## config.mk

```make
export PLATFORM = sky130hd
export DESIGN_NAME = rc6_ir_decoder
export DESIGN_NICKNAME = d
export VERILOG_FILES = /design/src/rtl/rc6rx_pkg.sv /design/src/rtl/rc6rx_sampler.sv /design/src/rtl/rc6rx_runmeter.sv /design/src/rtl/rc6rx_framer.sv /design/src/rtl/rc6_ir_decoder.sv
export SDC_FILE = /design/constraint.sdc
export NUM_CORES = 1
export LEC_CHECK = 0
export CAP_MARGIN = 10
export CORE_UTILIZATION = 41
export CTS_CLUSTER_DIAMETER = 30
export CTS_CLUSTER_SIZE = 10
export DETAILED_ROUTE_END_ITERATION = 10
export PLACE_DENSITY = 0.59
export RECOVER_POWER = 50
export SYNTH_ARGS = -nofsm -noshare
export SYNTH_HDL_FRONTEND = slang
export SYNTH_HIERARCHICAL = 1
export SYNTH_SLANG_ARGS = --single-unit
export TNS_END_PERCENT = 100
```

## constraint.sdc

```tcl
create_clock -name clk -period 2.8 [get_ports clk]
set_clock_uncertainty 0.2 [all_clocks]
set_input_delay 0.56 -clock clk [delete_from_list [all_inputs] [get_ports clk]]
set_output_delay 0.56 -clock clk [all_outputs]
set_load 0.02 [all_outputs]
```

## src/rtl/rc6rx_pkg.sv

```systemverilog
package rc6rx_pkg;

  // pulse width classes, in base units
  typedef enum logic [2:0] {
    WC_BAD = 3'd0,
    WC_1   = 3'd1,
    WC_2   = 3'd2,
    WC_3   = 3'd3,
    WC_6   = 3'd6
  } wclass_e;

  // what a unit-long slot of the frame means
  typedef enum logic [2:0] {
    ROLE_START,   // first half of the start bit: must be mark
    ROLE_CAP,     // first half of a data bit: captured
    ROLE_DIFF,    // must differ from the previous slot
    ROLE_SAME,    // must equal the previous slot (inside a double-width half)
    ROLE_SKIP     // first half of the toggle bit: not captured
  } role_e;

  typedef enum logic [1:0] {
    FS_IDLE,
    FS_LEAD_SPACE,
    FS_DATA,
    FS_QUIET
  } fstate_e;

  // Class a run of w ticks against base unit t with a +/-25 % window.
  // Smaller classes are tested first, so they win where windows overlap.
  function automatic wclass_e classify_width(input int unsigned w, input int unsigned t);
    if (w * 4 >= t * 3  && w * 4 <= t * 5)  return WC_1;
    if (w * 4 >= t * 6  && w * 4 <= t * 10) return WC_2;
    if (w * 4 >= t * 9  && w * 4 <= t * 15) return WC_3;
    if (w * 4 >= t * 18 && w * 4 <= t * 30) return WC_6;
    return WC_BAD;
  endfunction

  // Slot layout counted in base units from the start of the start bit:
  // start (2), mode bits (2 each), toggle (4), control and info bits (2 each).
  function automatic role_e slot_role(input int pos, input int mode_bits);
    int tog;
    tog = 2 + 2 * mode_bits;
    if (pos == 0)                        return ROLE_START;
    if (pos == tog)                      return ROLE_SKIP;
    if (pos == tog + 1 || pos == tog + 3) return ROLE_SAME;
    if (pos == tog + 2)                  return ROLE_DIFF;
    if (pos % 2 == 0)                    return ROLE_CAP;
    return ROLE_DIFF;
  endfunction

  // Index of the first half of the final data bit.
  function automatic int last_slot(input int data_bits);
    return 4 + 2 * data_bits;
  endfunction

endpackage

```

## src/rtl/rc6rx_sampler.sv

```systemverilog
module rc6rx_sampler #(
  parameter int SYNC_STAGES = 2
) (
  input  logic clk,
  input  logic rst,
  input  logic ir_rx_n,
  output logic mark_sync
);
  logic [SYNC_STAGES-1:0] sync_q;

  always_ff @(posedge clk) begin
    if (rst) sync_q <= '0;
    else     sync_q <= {sync_q[SYNC_STAGES-2:0], ~ir_rx_n};
  end

  assign mark_sync = sync_q[SYNC_STAGES-1];
endmodule

```

## src/rtl/rc6rx_runmeter.sv

```systemverilog
module rc6rx_runmeter #(
  parameter int CW = 9
) (
  input  logic          clk,
  input  logic          rst,
  input  logic          smp_en,
  input  logic          mark_sync,
  output logic          ev_stb,
  output logic          ev_lvl,
  output logic [CW-1:0] ev_w,
  output logic          cur_lvl,
  output logic [CW-1:0] run_len
);
  logic          smp_q;
  logic [CW-1:0] run_q;

  always_ff @(posedge clk) begin
    if (rst) begin
      smp_q  <= 1'b0;
      run_q  <= '0;
      ev_stb <= 1'b0;
      ev_lvl <= 1'b0;
      ev_w   <= '0;
    end else begin
      ev_stb <= 1'b0;
      if (smp_en) begin
        if (mark_sync != smp_q) begin
          ev_stb <= 1'b1;
          ev_lvl <= smp_q;
          ev_w   <= run_q;
          smp_q  <= mark_sync;
          run_q  <= CW'(1);
        end else if (run_q != '1) begin
          run_q <= run_q + CW'(1);
        end
      end
    end
  end

  assign cur_lvl = smp_q;
  assign run_len = run_q;
endmodule

```

## src/rtl/rc6rx_framer.sv

```systemverilog
module rc6rx_framer
  import rc6rx_pkg::*;
#(
  parameter int UNIT_TICKS  = 44,
  parameter int MODE_BITS   = 3,
  parameter int CTRL_BITS   = 8,
  parameter int INFO_BITS   = 8,
  parameter int GAP_UNITS   = 10,
  parameter int QUIET_UNITS = 6,
  parameter int CW          = 9
) (
  input  logic                 clk,
  input  logic                 rst,
  input  logic                 ev_stb,
  input  logic                 ev_lvl,
  input  logic [CW-1:0]        ev_w,
  input  logic                 cur_lvl,
  input  logic [CW-1:0]        run_len,
  output logic [MODE_BITS-1:0] mode_o,
  output logic [CTRL_BITS-1:0] ctrl_o,
  output logic [INFO_BITS-1:0] info_o,
  output logic                 valid_o,
  output logic                 error_o,
  output logic                 busy_o,
  output logic                 feed_idle_o
);
  localparam int DATA_BITS   = MODE_BITS + CTRL_BITS + INFO_BITS;
  localparam int LAST_POS    = last_slot(DATA_BITS);
  localparam int POS_W       = $clog2(LAST_POS + 2);
  localparam int GAP_TICKS   = GAP_UNITS * UNIT_TICKS;
  localparam int QUIET_TICKS = QUIET_UNITS * UNIT_TICKS;
  localparam logic [POS_W-1:0] LAST_P  = POS_W'(LAST_POS);
  localparam logic [CW-1:0]    GAP_L   = CW'(GAP_TICKS);
  localparam logic [CW-1:0]    QUIET_L = CW'(QUIET_TICKS);

  fstate_e              st;
  logic [POS_W-1:0]     pos;
  logic [1:0]           rem;
  logic                 flvl;
  logic                 prev;
  logic [DATA_BITS-1:0] sr;

  wclass_e              wc;
  role_e                role;
  logic                 unit_ok;
  logic                 consume;
  logic                 last_unit;
  logic                 timeout;
  logic [DATA_BITS-1:0] sr_next;

  assign wc      = classify_width(32'(ev_w), UNIT_TICKS);
  assign role    = slot_role(int'(pos), MODE_BITS);
  assign consume = (st == FS_DATA) && (rem != 2'd0);
  assign sr_next = {sr[DATA_BITS-2:0], flvl};

  always_comb begin
    case (role)
      ROLE_START: unit_ok = flvl;
      ROLE_DIFF:  unit_ok = (flvl != prev);
      ROLE_SAME:  unit_ok = (flvl == prev);
      default:    unit_ok = 1'b1;
    endcase
  end

  assign last_unit = consume && unit_ok && (pos == LAST_P) && (rem == 2'd1);
  assign timeout   = ((st == FS_LEAD_SPACE) || ((st == FS_DATA) && (rem == 2'd0)))
                     && (run_len > GAP_L);

  always_ff @(posedge clk) begin
    if (rst) begin
      st      <= FS_IDLE;
      pos     <= '0;
      rem     <= 2'd0;
      flvl    <= 1'b0;
      prev    <= 1'b0;
      sr      <= '0;
      mode_o  <= '0;
      ctrl_o  <= '0;
      info_o  <= '0;
      valid_o <= 1'b0;
      error_o <= 1'b0;
    end else begin
      valid_o <= 1'b0;
      error_o <= 1'b0;
      case (st)
        FS_IDLE: begin
          if (ev_stb && ev_lvl && wc == WC_6) st <= FS_LEAD_SPACE;
        end
        FS_LEAD_SPACE: begin
          if (timeout) begin
            error_o <= 1'b1;
            st      <= FS_IDLE;
          end else if (ev_stb) begin
            if (!ev_lvl && wc == WC_2) begin
              st  <= FS_DATA;
              pos <= '0;
              rem <= 2'd0;
            end else begin
              error_o <= 1'b1;
              st      <= FS_IDLE;
            end
          end
        end
        FS_DATA: begin
          if (consume) begin
            if (!unit_ok) begin
              error_o <= 1'b1;
              rem     <= 2'd0;
              st      <= FS_IDLE;
            end else begin
              prev <= flvl;
              pos  <= pos + POS_W'(1);
              rem  <= rem - 2'd1;
              if (role == ROLE_CAP) sr <= sr_next;
              if (last_unit) begin
                valid_o <= 1'b1;
                mode_o  <= sr_next[DATA_BITS-1 -: MODE_BITS];
                ctrl_o  <= sr_next[CTRL_BITS+INFO_BITS-1 -: CTRL_BITS];
                info_o  <= sr_next[INFO_BITS-1:0];
                rem     <= 2'd0;
                st      <= FS_QUIET;
              end
            end
          end else if (timeout) begin
            error_o <= 1'b1;
            st      <= FS_IDLE;
          end else if (ev_stb) begin
            flvl <= ev_lvl;
            case (wc)
              WC_1: rem <= 2'd1;
              WC_2: rem <= 2'd2;
              WC_3: rem <= 2'd3;
              default: begin
                error_o <= 1'b1;
                st      <= FS_IDLE;
              end
            endcase
          end
        end
        FS_QUIET: begin
          if (!cur_lvl && run_len >= QUIET_L) st <= FS_IDLE;
        end
        default: st <= FS_IDLE;
      endcase
    end
  end

  assign busy_o      = (st == FS_LEAD_SPACE) || (st == FS_DATA);
  assign feed_idle_o = (rem == 2'd0);
endmodule

```

## src/rtl/rc6_ir_decoder.sv

```systemverilog
module rc6_ir_decoder #(
  parameter int UNIT_TICKS  = 44,
  parameter int MODE_BITS   = 3,
  parameter int CTRL_BITS   = 8,
  parameter int INFO_BITS   = 8,
  parameter int GAP_UNITS   = 10,
  parameter int QUIET_UNITS = 6,
  parameter int SYNC_STAGES = 2
) (
  input  logic                 clk,
  input  logic                 rst,
  input  logic                 smp_en,
  input  logic                 ir_rx_n,
  output logic [MODE_BITS-1:0] mode,
  output logic [CTRL_BITS-1:0] control,
  output logic [INFO_BITS-1:0] info,
  output logic                 frame_valid,
  output logic                 frame_error
);
  localparam int CW = $clog2(GAP_UNITS * UNIT_TICKS + 2);

  logic          mark_sync;
  logic          ev_stb;
  logic          ev_lvl;
  logic [CW-1:0] ev_w;
  logic          cur_lvl;
  logic [CW-1:0] run_len;
  logic          frame_busy;
  logic          feed_idle;

  rc6rx_sampler #(.SYNC_STAGES(SYNC_STAGES)) u_smp (
    .clk       (clk),
    .rst       (rst),
    .ir_rx_n   (ir_rx_n),
    .mark_sync (mark_sync)
  );

  rc6rx_runmeter #(.CW(CW)) u_run (
    .clk       (clk),
    .rst       (rst),
    .smp_en    (smp_en),
    .mark_sync (mark_sync),
    .ev_stb    (ev_stb),
    .ev_lvl    (ev_lvl),
    .ev_w      (ev_w),
    .cur_lvl   (cur_lvl),
    .run_len   (run_len)
  );

  rc6rx_framer #(
    .UNIT_TICKS  (UNIT_TICKS),
    .MODE_BITS   (MODE_BITS),
    .CTRL_BITS   (CTRL_BITS),
    .INFO_BITS   (INFO_BITS),
    .GAP_UNITS   (GAP_UNITS),
    .QUIET_UNITS (QUIET_UNITS),
    .CW          (CW)
  ) u_frm (
    .clk         (clk),
    .rst         (rst),
    .ev_stb      (ev_stb),
    .ev_lvl      (ev_lvl),
    .ev_w        (ev_w),
    .cur_lvl     (cur_lvl),
    .run_len     (run_len),
    .mode_o      (mode),
    .ctrl_o      (control),
    .info_o      (info),
    .valid_o     (frame_valid),
    .error_o     (frame_error),
    .busy_o      (frame_busy),
    .feed_idle_o (feed_idle)
  );
endmodule

```

Word level (Yosys, flattened, before mapping)
Index checks and enable logic that the tools add are counted.
Widths: inputs -> output; s select.

word-level totals
  output and inout port bits = 21
  register bits after elaboration = 74
  bits of input ports = 4
  word-level logic and storage cells = 193

operators by class
  bitwise logic cells = 6
  $add $sub $neg = 3
  order comparisons = 10
  equality and inequality tests = 34
  mux-type cells = 85
  reduce and logical (&&, ||, !) cells = 38

operators with widths
  kind                  number
  $mux 3                18
  $mux 2                19
  $mux 1                35
  $logic_not 32->1      1
  $mux 6                5
  $eq 6x5->1 const B    4
  $ge 11x9->1 const B   2
  $mux 9                2
  $logic_and 1x1->1     14
  $eq 3x2->1 const B    4
  $pmux 6 s2            1
  $reduce_and 4->1      3
  $reduce_and 6->1      2
  $ge 11x10->1 const B  1
  $ge 11x8->1 const B   1
  $le 11x10->1 const B  1
  $le 11x11->1 const B  1
  $le 11x8->1 const B   1
  $le 11x9->1 const B   1
  $ne 2x1->1 const B    5
  $add 9x1->9 const B   1
  $ge 9x9->1 const B    1
  $gt 9x9->1 const B    1
  $ne 3x2->1 const B    3
  32 further kinds      49

Depth between registers and ports, before layout
  word-level depth = 26
  gate-level depth with buffers = 9

By module
Netlist, hierarchy kept.

modules (own cells, without submodules)
  module          sequential area each (µm²)  area each (µm²)  cells each  instances
  rc6rx_framer    1021.0                      2646.3           278         1
  rc6rx_runmeter  420.4                       954.7            97          1
  rc6rx_sampler   40.0                        50.0             4           1

Worst setup path before layout
OpenSTA, ideal clock, no wires.

  path kind = register to register
  start point = register u_frm.pos[0]
  end point = register u_frm.pos[4]
  path slack = 431 ps
  data required time = 2530 ps
  buffers on the path = 0
  cell stages (with the launch flop) = 9
  data arrival time = 2099 ps
  cell sequence = dfxtp_1 inv_1 ha_1 nor4b_2 a21oi_1 o311ai_4 a21o_1 or4_1 a21oi_1

between the ends
  longest elaborated chain between the ends = 15
  elaborated cells on any way between the ends = 41
  classes of those cells = 1 x add/sub; 7 x eq/ne; 28 x mux; 5 x reduce/logical

RTL lines
  item                                           RTL line             RTL
  start: declaration                             rc6rx_framer.sv:37   logic [POS_W-1:0] pos;
  start signal: assignment                       rc6rx_framer.sv:112  pos <= pos + POS_W'(1);
  $logic_not 32->1                               rc6rx_pkg.sv:47      if (pos % 2 == 0) return ROLE_CAP;
  $mux 1 (2 in series)                           rc6rx_pkg.sv:47
  $mux 1                                         rc6rx_pkg.sv:46      if (pos == tog + 2) return ROLE_DIFF;
  $mux 1                                         rc6rx_pkg.sv:45      if (pos == tog + 1 || pos == tog + 3) return ROLE_SAME;
  $mux 1                                         rc6rx_pkg.sv:44      if (pos == tog) return ROLE_SKIP;
  $mux 3                                         rc6rx_pkg.sv:48      return ROLE_DIFF;
  $mux 3                                         rc6rx_pkg.sv:47
  $mux 3                                         rc6rx_pkg.sv:46
  $mux 3                                         rc6rx_pkg.sv:45
  $mux 3                                         rc6rx_pkg.sv:44
  $eq 3x2->1 or $logic_not 3->1 (tied branches)  rc6rx_framer.sv:57   case (role)
  $pmux 1 s3                                     rc6rx_framer.sv:57
  $ne 2x1->1 (no line)                           n/a
  $reduce_and 6->1 (no line)                     n/a

Several ways; a longest one is shown, not always the timed one. The select of a mux whose other input is x is not followed.
A chain may end at the register's enable or synchronous reset.

Worst setup path after layout
Same ends and word-level chain as after synthesis.

==> results.json <==
{
  "ios": 25,
  "met1_usage_pct": 23.0,
  "maxCapViolCount": 0,
  "grt-busiest-layer": "met2",
  "grt_overflow": 0,
  "worstPathArrival_ns": 2.65,
  "drive_above_1_share_pct": 10.9,
  "vias": 2796,
  "cts.sinks": 74,
  "clock_latency_ns": 0.35,
  "postSynthCellCount": 379,
  "yosysTopAreaCellShare_pct": 40.6,
  "final_core_util_pct": 48.1,
  "fillCellCount": 830,
  "syn_to_final_growth_pct": 14.4,
  "power_density_mw_per_mm2": 443,
  "fmax_ghz": 0.390,
  "dpl.hpwl_um": 5160,
  "met3_usage_pct": 4.03,
  "drtIter0Drc": 115,
  "synth_seq_area_share_pct": 40.6,
  "drv_slew": 0,
  "start_util_pct": 42.1,
  "yosys_warnings": 6,
  "hold_path_class": "reg -> reg",
  "synthTopCellsByArea": "dfxtp_1 41%, mux2i_1 13%, nor2_1 5.7%, ha_1 4.5%, a22o_1 2.4%",
  "cts_buffers": 9,
  "synthArstFlopShare_pct": 0,
  "avgSynthCellArea_um2": 9.63,
  "rsz0062_at_grt": "no",
  "p_sw_mw": 0.456,
  "tightest_slew_ns": 1.43,
  "track_usage_pct": 17.2,
  "die_w_um": 96.4,
  "post-route-drc-count": 0,
  "ant_nets": 0,
  "port_buffers": 24,
  "clk_pin_slew_worst_paths_ns": 0.08,
  "finalHoldViolations": 0,
  "hold_buffers": 0,
  "ir_drop_mv": 0.228,
  "clockRootBuffer": "clkbuf_8",
  "dieArea_mm2": 0.00929,
  "postCtsSetupBuffers": 0,
  "h-tree-depth": 3,
  "grt_pass1_wl_um": 12300,
  "fp.coreArea_mm2": 0.00868,
  "wl_per_cell_um": 14.3,
  "cp_max_fo": 6,
  "rows": 34,
  "finalCritPeriodShare_pct": 91.6,
  "grt_max_degree": 30,
  "p_int_mw": 1.40,
  "clkPwrFrac_pct": 39.2,
  "yosys.area.top_type": "dfxtp_1",
  "cp.required_ns": 2.88,
  "wirelength_um": 7440,
  "relSlewSlack_pct": 4.49,
  "start_kind": "register",
  "first_global_vias": 2500,
  "cts_buffer_depth": 2,
  "synth-edff-count": 0,
  "diodes": 0,
  "path_common_cell": "a21oi_1",
  "combPwrFrac_pct": 3.4,
  "synth_flop_cell": "dfxtp_1",
  "synth_cell_types": 68,
  "p_sw_share_pct": 24.6,
  "min_period_ns": 2.57,
  "endpoint_kind": "register",
  "slowest_stage": "or4_1",
  "netlist_area_mm2": 0.00365,
  "crit_chain": "inv_1 > ha_1 > nor4b_2 > a21oi_1 > o311ai_4 > a21o_1 > or4_1 > a21oi_1",
  "critPathKind": "reg -> reg",
  "final_nets": 426,
  "via_per_inst": 5.37,
  "antenna_found_initial": 0,
  "pwr-share-seq_pct": 57.3,
  "leakagePower_nw": 1.67,
  "globalRouteMet2Util_pct": 27.2,
  "max_stage_delay_ns": 0.50,
  "ctsResizeCount": 0,
  "ys_seq_elements": 74,
  "cts_tree": "done",
  "synth_fp_nets": 396,
  "tns_ns": 0,
  "setup_viol": 0,
  "die_y_um": 96.4,
  "gp_congestion": 0.827,
  "status": "completed",
  "first_pass_iters": 4
}
[metal layers]
metal | up-vias | part of all wire, % | wire [um]
li1 | 1436 | - | -
met1 | 1329 | 50 | 3750
met2 | 23 | 46 | 3450
met3 | 8 | 2.1 | 154
met4 | 0 | 1.1 | 83
met5 | - | 0 | 0
[synthesized netlist by cell type, drive strengths merged, types with 3 or more instances]
library cell  instances
a2111oi               3
nand2b                9
buf                   6
o31ai                 3
nand2                13
a21oi                15
a31o                  3
nor2b                10
dfxtp                74
nor2                 56
ha                   13
a31oi                 5
inv                  13
a22o                 10
or4                   4
and3                  3
nor4b                 4
nand4                 5
nand3                 5
clkbuf               11
xnor2                 3
mux2i                47
o21ai                20
or3                   3
[cell type report]
class                      instances  area, um^2  share of cell area (%)
timing repair buffer              36         309                    7.40
multi-input combinational        275        2040                    48.8
sequential                        74        1480                    35.5
clock buffer                       9         124                    2.96
inverter                          13        48.8                    1.17
clock inverter                     6        42.5                    1.02
tap                              108         135                    3.23
[state kept, by name, summed over array words and instances, names as in the netlist]
name and flops:
u_frm/error_o 1, u_run/ev_stb 1, u_frm/prev 1, u_frm/rem 2, u_frm/flvl 1, u_run/cur_lvl 1
u_run/run_len 9, u_frm/info_o 8, u_frm/ctrl_o 8, u_frm/sr 18, u_frm/valid_o 1, u_frm/mode_o 3
u_run/ev_lvl 1, u_smp/sync_q 2, u_frm/pos 6, u_frm/st 2, u_run/ev_w 9
[critical path: cells and delay by family (launching register included)]
family,cells,cell delay [ns]
adders and majority gates,1,0.22
and+or+nand+nor,2,0.68
AOI/OAI and AO/OA,4,0.91
DFF,1,0.39
buffers and inverters,1,0.11
[metrics by stage]
step	hold slack [ns]	setup slack [ns]	area (um^2)	total power, mW	instances
floorplan	0.214	0.431	3650	1.13	379
global route	0.265	0.0859	4180	1.93	521
global placement	0.221	0.310	4030	1.15	506
finish	0.243	0.234	4180	1.85	521
detailed placement	0.228	0.265	4030	1.15	506
CTS	0.249	0.240	4190	1.89	521
[final timing paths]
| path | from | endpoint | slack, ns | cells after the start |
|---|---|---|---|---|
| worst max register to register | u_frm/pos[0] | u_frm/pos[4] | 0.23 | 8 |
| worst max-delay path | u_frm/pos[0] | u_frm/pos[4] | 0.23 | 8 |
| worst min-delay path | u_smp/sync_q[0] | u_smp/sync_q[1] | 0.24 | 1 |
| worst min register to register | u_smp/sync_q[0] | u_smp/sync_q[1] | 0.24 | 1 |
[power groups by stage]
stage / Combinational, mW / Sequential (mW) / Clock, mW
finish: 0.0637 / 1.06 / 0.726
global route: 0.0711 / 1.06 / 0.797
CTS: 0.0663 / 1.06 / 0.759
detailed placement: 0.0659 / 1.09 / 0
global placement: 0.0646 / 1.09 / 0
floorplan: 0.0441 / 1.09 / 0
[layout by cell type, fill, tap and decap left out, drive strengths merged, types with 7 or more instances in the layout]
cell / instances
a21oi: 15
a22o: 10
buf: 7
clkbuf: 15
dfxtp: 74
dlygate4sd3: 21
ha: 13
inv: 15
mux2i: 47
nand2: 13
nand2b: 9
nor2: 56
nor2b: 10
o21ai: 20
[cells by family after synthesis]
group	count (synthesis)	share of synthesized area (%)
multiplexers	49	13.6
flip-flops	74	40.6
buffers and inverters	30	3.80
AO/OA/AOI/OAI	81	17.1
AND/OR/NAND/NOR	128	19.3
XOR/XNOR	4	1.17
adder cells (fa/ha/maj)	13	4.46
Power figures use the tool's default switching activity.
